[src/rtl/qfn_pkg.sv]
package qfn_pkg;

   localparam int unsigned DEF_REF_W    = 9;
   localparam int unsigned DEF_MAIN_W   = 15;
   localparam int unsigned DEF_FRAC_W   = 2;
   localparam int unsigned DEF_REF_MIN  = 36;
   localparam int unsigned DEF_MAIN_MIN = 2048;

   typedef enum logic {
      MOD_BASE = 1'b0,
      MOD_PLUS = 1'b1
   } mod_sel_e;

endpackage

[src/rtl/qfn_word_stage.sv]
module qfn_word_stage #(
   parameter int unsigned REF_W    = qfn_pkg::DEF_REF_W,
   parameter int unsigned MAIN_W   = qfn_pkg::DEF_MAIN_W,
   parameter int unsigned REF_MIN  = qfn_pkg::DEF_REF_MIN,
   parameter int unsigned MAIN_MIN = qfn_pkg::DEF_MAIN_MIN,
   parameter bit          CLAMP_EN = 1'b1
) (
   input  logic              clk,
   input  logic              rst_n,
   input  logic              word_load,
   input  logic              cp_busy,
   input  logic [REF_W-1:0]  ref_word,
   input  logic [MAIN_W-1:0] main_word,
   output logic [REF_W-1:0]  act_ref,
   output logic [MAIN_W-1:0] act_main,
   output logic              live
);

   localparam logic [REF_W-1:0]  REF_FLOOR  = REF_W'(REF_MIN);
   localparam logic [MAIN_W-1:0] MAIN_FLOOR = MAIN_W'(MAIN_MIN);

   logic [REF_W-1:0]  ref_in;
   logic [MAIN_W-1:0] main_in;
   logic [REF_W-1:0]  pend_ref;
   logic [MAIN_W-1:0] pend_main;
   logic              pend_vld;
   logic              have_words;
   logic              commit;

   generate
      if (CLAMP_EN) begin : g_clamp
         assign ref_in  = (ref_word  < REF_FLOOR)  ? REF_FLOOR  : ref_word;
         assign main_in = (main_word < MAIN_FLOOR) ? MAIN_FLOOR : main_word;
      end else begin : g_raw
         assign ref_in  = ref_word;
         assign main_in = main_word;
      end
   endgenerate

   assign commit = pend_vld && !cp_busy && !word_load;

   always_ff @(posedge clk or negedge rst_n) begin
      if (!rst_n) begin
         pend_ref   <= REF_FLOOR;
         pend_main  <= MAIN_FLOOR;
         pend_vld   <= 1'b0;
         act_ref    <= REF_FLOOR;
         act_main   <= MAIN_FLOOR;
         have_words <= 1'b0;
         live       <= 1'b0;
      end else begin
         live <= have_words;
         if (word_load) begin
            pend_ref  <= ref_in;
            pend_main <= main_in;
            pend_vld  <= 1'b1;
         end else if (commit) begin
            act_ref    <= pend_ref;
            act_main   <= pend_main;
            pend_vld   <= 1'b0;
            have_words <= 1'b1;
         end
      end
   end

   assert_commit_idle_R7 : assert property (@(posedge clk) disable iff (!rst_n)
      (!$stable(act_ref) || !$stable(act_main)) |-> !$past(cp_busy));

   assert_live_sticky_R1 : assert property (@(posedge clk) disable iff (!rst_n)
      live |=> live);

endmodule

[src/rtl/qfn_ref_div.sv]
module qfn_ref_div #(
   parameter int unsigned REF_W = qfn_pkg::DEF_REF_W
) (
   input  logic             clk,
   input  logic             rst_n,
   input  logic             live,
   input  logic             tick,
   input  logic [REF_W-1:0] ratio,
   output logic             pulse
);

   localparam logic [REF_W-1:0] ONE = REF_W'(1);

   logic [REF_W-1:0] cnt;
   logic [REF_W-1:0] cur;
   logic             wrap;

   assign wrap = (cnt == cur - ONE);

   always_ff @(posedge clk or negedge rst_n) begin
      if (!rst_n) begin
         cnt   <= '0;
         cur   <= '1;
         pulse <= 1'b0;
      end else begin
         pulse <= 1'b0;
         if (!live) begin
            cnt <= '0;
            cur <= ratio;
         end else if (tick) begin
            if (wrap) begin
               cnt   <= '0;
               cur   <= ratio;
               pulse <= 1'b1;
            end else begin
               cnt <= cnt + ONE;
            end
         end
      end
   end

   assert_ref_cnt_range_R3 : assert property (@(posedge clk) disable iff (!rst_n)
      live |-> (cnt < cur));

   assert_ref_single_R3 : assert property (@(posedge clk) disable iff (!rst_n)
      pulse |=> !pulse);

endmodule

[src/rtl/qfn_main_div.sv]
module qfn_main_div #(
   parameter int unsigned MAIN_W = qfn_pkg::DEF_MAIN_W,
   parameter int unsigned FRAC_W = qfn_pkg::DEF_FRAC_W
) (
   input  logic              clk,
   input  logic              rst_n,
   input  logic              live,
   input  logic              tick,
   input  logic [MAIN_W-1:0] word,
   output logic              pulse
);

   import qfn_pkg::*;

   localparam int unsigned N_W = MAIN_W - FRAC_W;
   localparam int unsigned M_W = N_W + 1;
   localparam logic [M_W-1:0] ONE = M_W'(1);

   logic [N_W-1:0] n_int;
   logic [M_W-1:0] cnt;
   logic [M_W-1:0] cur;
   logic           wrap;
   mod_sel_e       next_sel;

   assign n_int = word[MAIN_W-1:FRAC_W];
   assign wrap  = (cnt == cur - ONE);

   generate
      if (FRAC_W > 0) begin : g_frac
         logic [FRAC_W-1:0] k_frac;
         logic [FRAC_W-1:0] acc;
         logic [FRAC_W:0]   sum;

         assign k_frac   = word[FRAC_W-1:0];
         assign sum      = {1'b0, acc} + {1'b0, k_frac};
         assign next_sel = sum[FRAC_W] ? MOD_PLUS : MOD_BASE;

         always_ff @(posedge clk or negedge rst_n) begin
            if (!rst_n) begin
               acc <= '0;
            end else if (!live) begin
               acc <= '0;
            end else if (tick && wrap) begin
               acc <= sum[FRAC_W-1:0];
            end
         end
      end else begin : g_int
         assign next_sel = MOD_BASE;
      end
   endgenerate

   always_ff @(posedge clk or negedge rst_n) begin
      if (!rst_n) begin
         cnt   <= '0;
         cur   <= '1;
         pulse <= 1'b0;
      end else begin
         pulse <= 1'b0;
         if (!live) begin
            cnt <= '0;
            cur <= {1'b0, n_int};
         end else if (tick) begin
            if (wrap) begin
               cnt   <= '0;
               cur   <= {1'b0, n_int} + ((next_sel == MOD_PLUS) ? ONE : '0);
               pulse <= 1'b1;
            end else begin
               cnt <= cnt + ONE;
            end
         end
      end
   end

   assert_main_cnt_range_R5 : assert property (@(posedge clk) disable iff (!rst_n)
      live |-> (cnt < cur));

   assert_main_single_R5 : assert property (@(posedge clk) disable iff (!rst_n)
      pulse |=> !pulse);

endmodule

[src/rtl/qfn_divider_pair.sv]
module qfn_divider_pair #(
   parameter int unsigned REF_W    = qfn_pkg::DEF_REF_W,
   parameter int unsigned MAIN_W   = qfn_pkg::DEF_MAIN_W,
   parameter int unsigned FRAC_W   = qfn_pkg::DEF_FRAC_W,
   parameter int unsigned REF_MIN  = qfn_pkg::DEF_REF_MIN,
   parameter int unsigned MAIN_MIN = qfn_pkg::DEF_MAIN_MIN,
   parameter bit          CLAMP_EN = 1'b1
) (
   input  logic              clk,
   input  logic              rst_n,
   input  logic              ref_en,
   input  logic              vco_en,
   input  logic [REF_W-1:0]  ref_word,
   input  logic [MAIN_W-1:0] main_word,
   input  logic              word_load,
   input  logic              cp_busy,
   input  logic              test_en,
   output logic              ref_pulse,
   output logic              main_pulse,
   output logic              mon_ref,
   output logic              mon_main
);

   localparam int unsigned N_MIN = MAIN_MIN >> FRAC_W;

   generate
      if (REF_MIN < 2 || REF_MIN >= (1 << REF_W)) begin : g_bad_ref
         $error("qfn_divider_pair: REF_MIN must fit REF_W and be at least 2");
      end
      if (FRAC_W >= MAIN_W) begin : g_bad_frac
         $error("qfn_divider_pair: FRAC_W must be below MAIN_W");
      end
      if (N_MIN < 2 || MAIN_MIN >= (1 << MAIN_W)) begin : g_bad_main
         $error("qfn_divider_pair: MAIN_MIN must fit MAIN_W and give N of at least 2");
      end
   endgenerate

   logic [REF_W-1:0]  act_ref;
   logic [MAIN_W-1:0] act_main;
   logic              live;

   qfn_word_stage #(
      .REF_W    (REF_W),
      .MAIN_W   (MAIN_W),
      .REF_MIN  (REF_MIN),
      .MAIN_MIN (MAIN_MIN),
      .CLAMP_EN (CLAMP_EN)
   ) u_stage (
      .clk       (clk),
      .rst_n     (rst_n),
      .word_load (word_load),
      .cp_busy   (cp_busy),
      .ref_word  (ref_word),
      .main_word (main_word),
      .act_ref   (act_ref),
      .act_main  (act_main),
      .live      (live)
   );

   qfn_ref_div #(
      .REF_W (REF_W)
   ) u_ref (
      .clk   (clk),
      .rst_n (rst_n),
      .live  (live),
      .tick  (ref_en),
      .ratio (act_ref),
      .pulse (ref_pulse)
   );

   qfn_main_div #(
      .MAIN_W (MAIN_W),
      .FRAC_W (FRAC_W)
   ) u_main (
      .clk   (clk),
      .rst_n (rst_n),
      .live  (live),
      .tick  (vco_en),
      .word  (act_main),
      .pulse (main_pulse)
   );

   assign mon_ref  = test_en & ref_pulse;
   assign mon_main = test_en & main_pulse;

   assert_ref_needs_live_R1 : assert property (@(posedge clk) disable iff (!rst_n)
      ref_pulse |-> $past(live));

   assert_main_needs_live_R1 : assert property (@(posedge clk) disable iff (!rst_n)
      main_pulse |-> $past(live));

   assert_ref_needs_tick_R8 : assert property (@(posedge clk) disable iff (!rst_n)
      ref_pulse |-> $past(ref_en));

   assert_main_needs_tick_R8 : assert property (@(posedge clk) disable iff (!rst_n)
      main_pulse |-> $past(vco_en));

endmodule

[config.mk]
export PLATFORM = sky130hd
export DESIGN_NAME = qfn_divider_pair
export DESIGN_NICKNAME = d
export VERILOG_FILES = /design/src/rtl/qfn_pkg.sv /design/src/rtl/qfn_word_stage.sv /design/src/rtl/qfn_ref_div.sv /design/src/rtl/qfn_main_div.sv /design/src/rtl/qfn_divider_pair.sv
export SDC_FILE = /design/constraint.sdc
export NUM_CORES = 1
export LEC_CHECK = 0
export ABC_CLOCK_PERIOD_IN_PS = 8140
export BUFFER_PORTS_ARGS = -buffer_cell sky130_fd_sc_hd__buf_2
export CAP_MARGIN = 20
export CORE_UTILIZATION = 50
export CTS_BUF_LIST = sky130_fd_sc_hd__clkbuf_8 sky130_fd_sc_hd__clkbuf_16
export CTS_CLUSTER_DIAMETER = 40
export DETAILED_ROUTE_END_ITERATION = 6
export GPL_TIMING_DRIVEN = 0
export PLACE_DENSITY_LB_ADDON = 0.3
export SLEW_MARGIN = 20
export SYNTH_ARGS = -nofsm -noshare
export SYNTH_HDL_FRONTEND = slang
export SYNTH_SLANG_ARGS = --single-unit
[constraint.sdc]
create_clock -name clk -period 8.14 [get_ports clk]
set_input_delay 1.628 -clock clk [delete_from_list [all_inputs] [get_ports clk]]
set_output_delay 1.628 -clock clk [all_outputs]
set_load 0.01 [all_outputs]
==> summary.md <==
| Metric | Value |
|---|---|
| Seq/Total Area, Yosys | `0.475` |
| Sw Pwr | `635 uW` |
| Initial Util | `0.520` |
| Worst slew pin tran | `0.653 ns` |
| Remaining antenna violation count | `0` |
| Asr flop ratio synth | `1.00` |
| Die width | `106 um` |
| Internal power | `1.10 mW` |
| CP startpoint | `test_en` |
| Total wire length | `between 10 and 15 mm` |
| Maximum clock path buffer count | `2` |
| Sequential Power Share | `0.470` |
| Antenna cell count | `0` |
| Logic pwr share | `0.357` |
| Area contributors post-synth | `dfrtp_1, dfstp_2, mux2_2, o21ai_0, xnor2_1` |
| Clk_skew | `0.0102 ns` |
| Post-synthesis mux area share | `0.0984` |
| Clock Pin Slew Worst Setup and Hold Paths | `~0.090 ns` |
| Synth top cells by count | `dfrtp_1, nand2_1, o21ai_0` |
| Post-synth EDFFs | `0` |
| Syn_area_per_cell | `10.2 um^2` |
| Slew headroom | `0.564` |
| Critical path destination | `mon_main` |
| Number of synthesized register bits | `about 100` |
| Fin crit share | `0.446` |
| Vias per cell | `~5.6` |
| Crit-path max FO | `2` |
| MaxCap Viol Count | `0` |
| Yosys top cell area share | `0.334` |
| Detailed Routing Iterations Pass 1 | `4` |
| Core area | `approximately 0.010 mm^2` |
| Gr usage total | `0.216` |
| Area Overhead vs Synth | `10.3%` |
| GRT overflow | `0` |
| DP HPWL | `just over 8 mm` |
| Pin count of the biggest net entering global routing | `86` |
| Mapped Area | `about 0.0054 mm^2` |
| R2r setup slk | `about 5 ns` |
| Synth Area in Compound Gates | `0.109` |
| CP endpoint kind | `output port` |
| Vias | `approximately 4000` |
| Main combinational cell family by area after synthesis | `simple AND/OR/NAND/NOR gates` |
| # setup viols final | `0` |
| Final slew viol count | `0` |
| I/O Pins | `35` |
| Worst min path class | `register to register` |
| DRT iter0 DRCs | `261` |
| Die height | `roughly 110 um` |
| DRC viols | `0` |
| # Post-CTS Setup Buffers | `0` |
| Row Count | `37` |
| CTS root buffer | `clkbuf_8` |
| Hold_buf cts | `0` |
| Pwr Density | `292 mW/mm^2` |
| R2r worst-path depth | `10` |
| Top_reg_cell synth | `dfrtp_1` |
| RSZ-0062 raised after global routing | `no` |
| Crit path DAT | `2.00 ns` |
| Mapped Nets | `570` |
| Unique masters post-synth | `70` |
| Worst r2r src | `u_main.cur[0]$_DFFE_PN1P_` |
| RePlAce Congestion | `0.889` |
| Core Util, Final | `0.574` |
| Most frequent cell after synthesis | `dfrtp_1` |
| Vias in the first global route | `4082` |
| Synth Warn # | `0` |
| Endpoints failing hold | `0` |
| CTS tree | `built` |
| LEAKAGE | `2.61 nW` |
| Initial antenna violation count | `0` |
| Hold_sp | `u_stage.have_words$_DFFE_PN0P_` |
| Avg WL per Cell | `15.3 um` |
| Sw Share | `0.366` |
| Layout cells sized above 1 | `0.244` |
| Post-Synth XOR/XNOR Area | `0.0675` |
| Adder-cell share of the synthesized area | `0.0200` |
| # clock sinks | `a little over 100` |
| Setup TNS | `0 ns` |
| Area of the die | `between 0.01 and 0.015 mm^2` |
| Cts bufs inserted | `9` |
| Min Tclk post-route | `3.63 ns` |
| Final nets | `slightly above 600` |
| Startpoint class of the critical path | `input pin` |
| Clock share of power | `0.173` |
| WP data required | `approximately 6.5 ns` |
| Synthesized-area fraction occupied by and/or/nand/nor cells | `0.188` |
| I/O Buffers | `34` |
| H-tree levels | `3` |
| Post-Syn Instances | `531` |
| Clk_lat worst skew | `0.37 ns` |
| Worst VDD drop | `0.000138 V` |
| Max frequency | `275 MHz` |
| Crit Path Category | `input pin to output port` |
| Leading area contributor after synthesis | `dfrtp_1` |
| Status | `finished, final reports clean` |
| Global-route wire length before repair | `19.2 mm` |
| Total power | `1.74 mW` |
| Worst R2R End | `u_main.cur[6]$_DFFE_PN1P_` |
| Resized cells post-CTS | `0` |
==> per-layer routing <==
layer / wire length [um] / part of all wire / track usage / up-vias
li1: - / - / - / 1971
met1: 5310 / 0.48 / 0.287 / 1957
met2: 5250 / 0.48 / 0.360 / 72
met3: 266 / 0.024 / 0.0340 / 11
met4: 146 / 0.013 / 0.0764 / 0
met5: 0 / 0 / 0 / -
==> power by group through the flow <==
| stage | Sequential (mW) | Clock (mW) | Combinational, mW |
|---|---|---|---|
| after floorplan | 0.775 | 0 | 0.506 |
| after global placement | 0.815 | 0 | 0.581 |
| after detailed placement | 0.824 | 0 | 0.614 |
| after CTS | 0.815 | 0.308 | 0.618 |
| after global routing | 0.836 | 0.326 | 0.695 |
| final | 0.816 | 0.300 | 0.619 |
==> final cells by class <==
cell class	instances	area [um^2]
inverter	28	105
clock inverter	6	45.0
timing repair buffer	35	204
tap	136	170
buffer	25	116
sequential	101	2560
fill	921	4420
clock buffer	10	138
multi-input combinational	377	2610
==> critical path, cell delays in order <==
cell and delay [ns]:
buf_2 0.10, and2_1 0.14, buf_2 0.13
==> per-stage QoR <==
stage / worst slack (ns) / area, um^2 / std cells / hold slack, ns
2_1_floorplan: 4.72 / 5390 / 531 / 0.347
3_3_place_gp: 4.43 / 5730 / 701 / 0.355
3_5_place_dp: 4.50 / 5770 / 702 / 0.366
4_1_cts: 4.50 / 5950 / 718 / 0.387
5_1_grt: 4.50 / 5950 / 718 / 0.416
6_report: 4.51 / 5950 / 718 / 0.389
==> layout by cell type (no fill, tap or decap), drive strengths merged, types with 16 or more instances in the layout <==
master / n
dfrtp: 72
mux2: 44
buf: 40
nand3: 19
clkbuf: 30
inv: 32
dfstp: 29
a21oi: 16
nand2: 51
nor2: 36
xnor2: 26
o21ai: 50
==> worst min-delay path by stage <==
stage               slack, ns  cells after the start                endpoint
floorplan                0.35                      0  u_stage.live$_DFF_PN0_
global placement         0.35                      0  u_stage.live$_DFF_PN0_
detailed placement       0.37                      0  u_stage.live$_DFF_PN0_
CTS                      0.39                      0  u_stage.live$_DFF_PN0_
global route             0.42                      0  u_stage.live$_DFF_PN0_
finish                   0.39                      0  u_stage.live$_DFF_PN0_
==> registers in the layout, summed over array words and instances (netlist names) <==
| register | count |
|---|---|
| u_main.cnt | 14 |
| u_main.cur | 14 |
| u_main.g_frac.acc | 2 |
| u_main.pulse | 1 |
| u_ref.cnt | 9 |
| u_ref.cur | 9 |
| u_ref.pulse | 1 |
| u_stage.act_main | 15 |
| u_stage.act_ref | 9 |
| u_stage.have_words | 1 |
| u_stage.live | 1 |
| u_stage.pend_main | 15 |
| u_stage.pend_ref | 9 |
| u_stage.pend_vld | 1 |
==> kinds of logic after synthesis <==
kind of cell / after synthesis
AOI/OAI and AO/OA: 96
xor gates and xnor gates: 40
adders and majority gates: 8
buffers and inverters: 53
DFF: 101
muxes: 46
and+or+nand+nor: 187
Power figures use the tool's default switching activity.
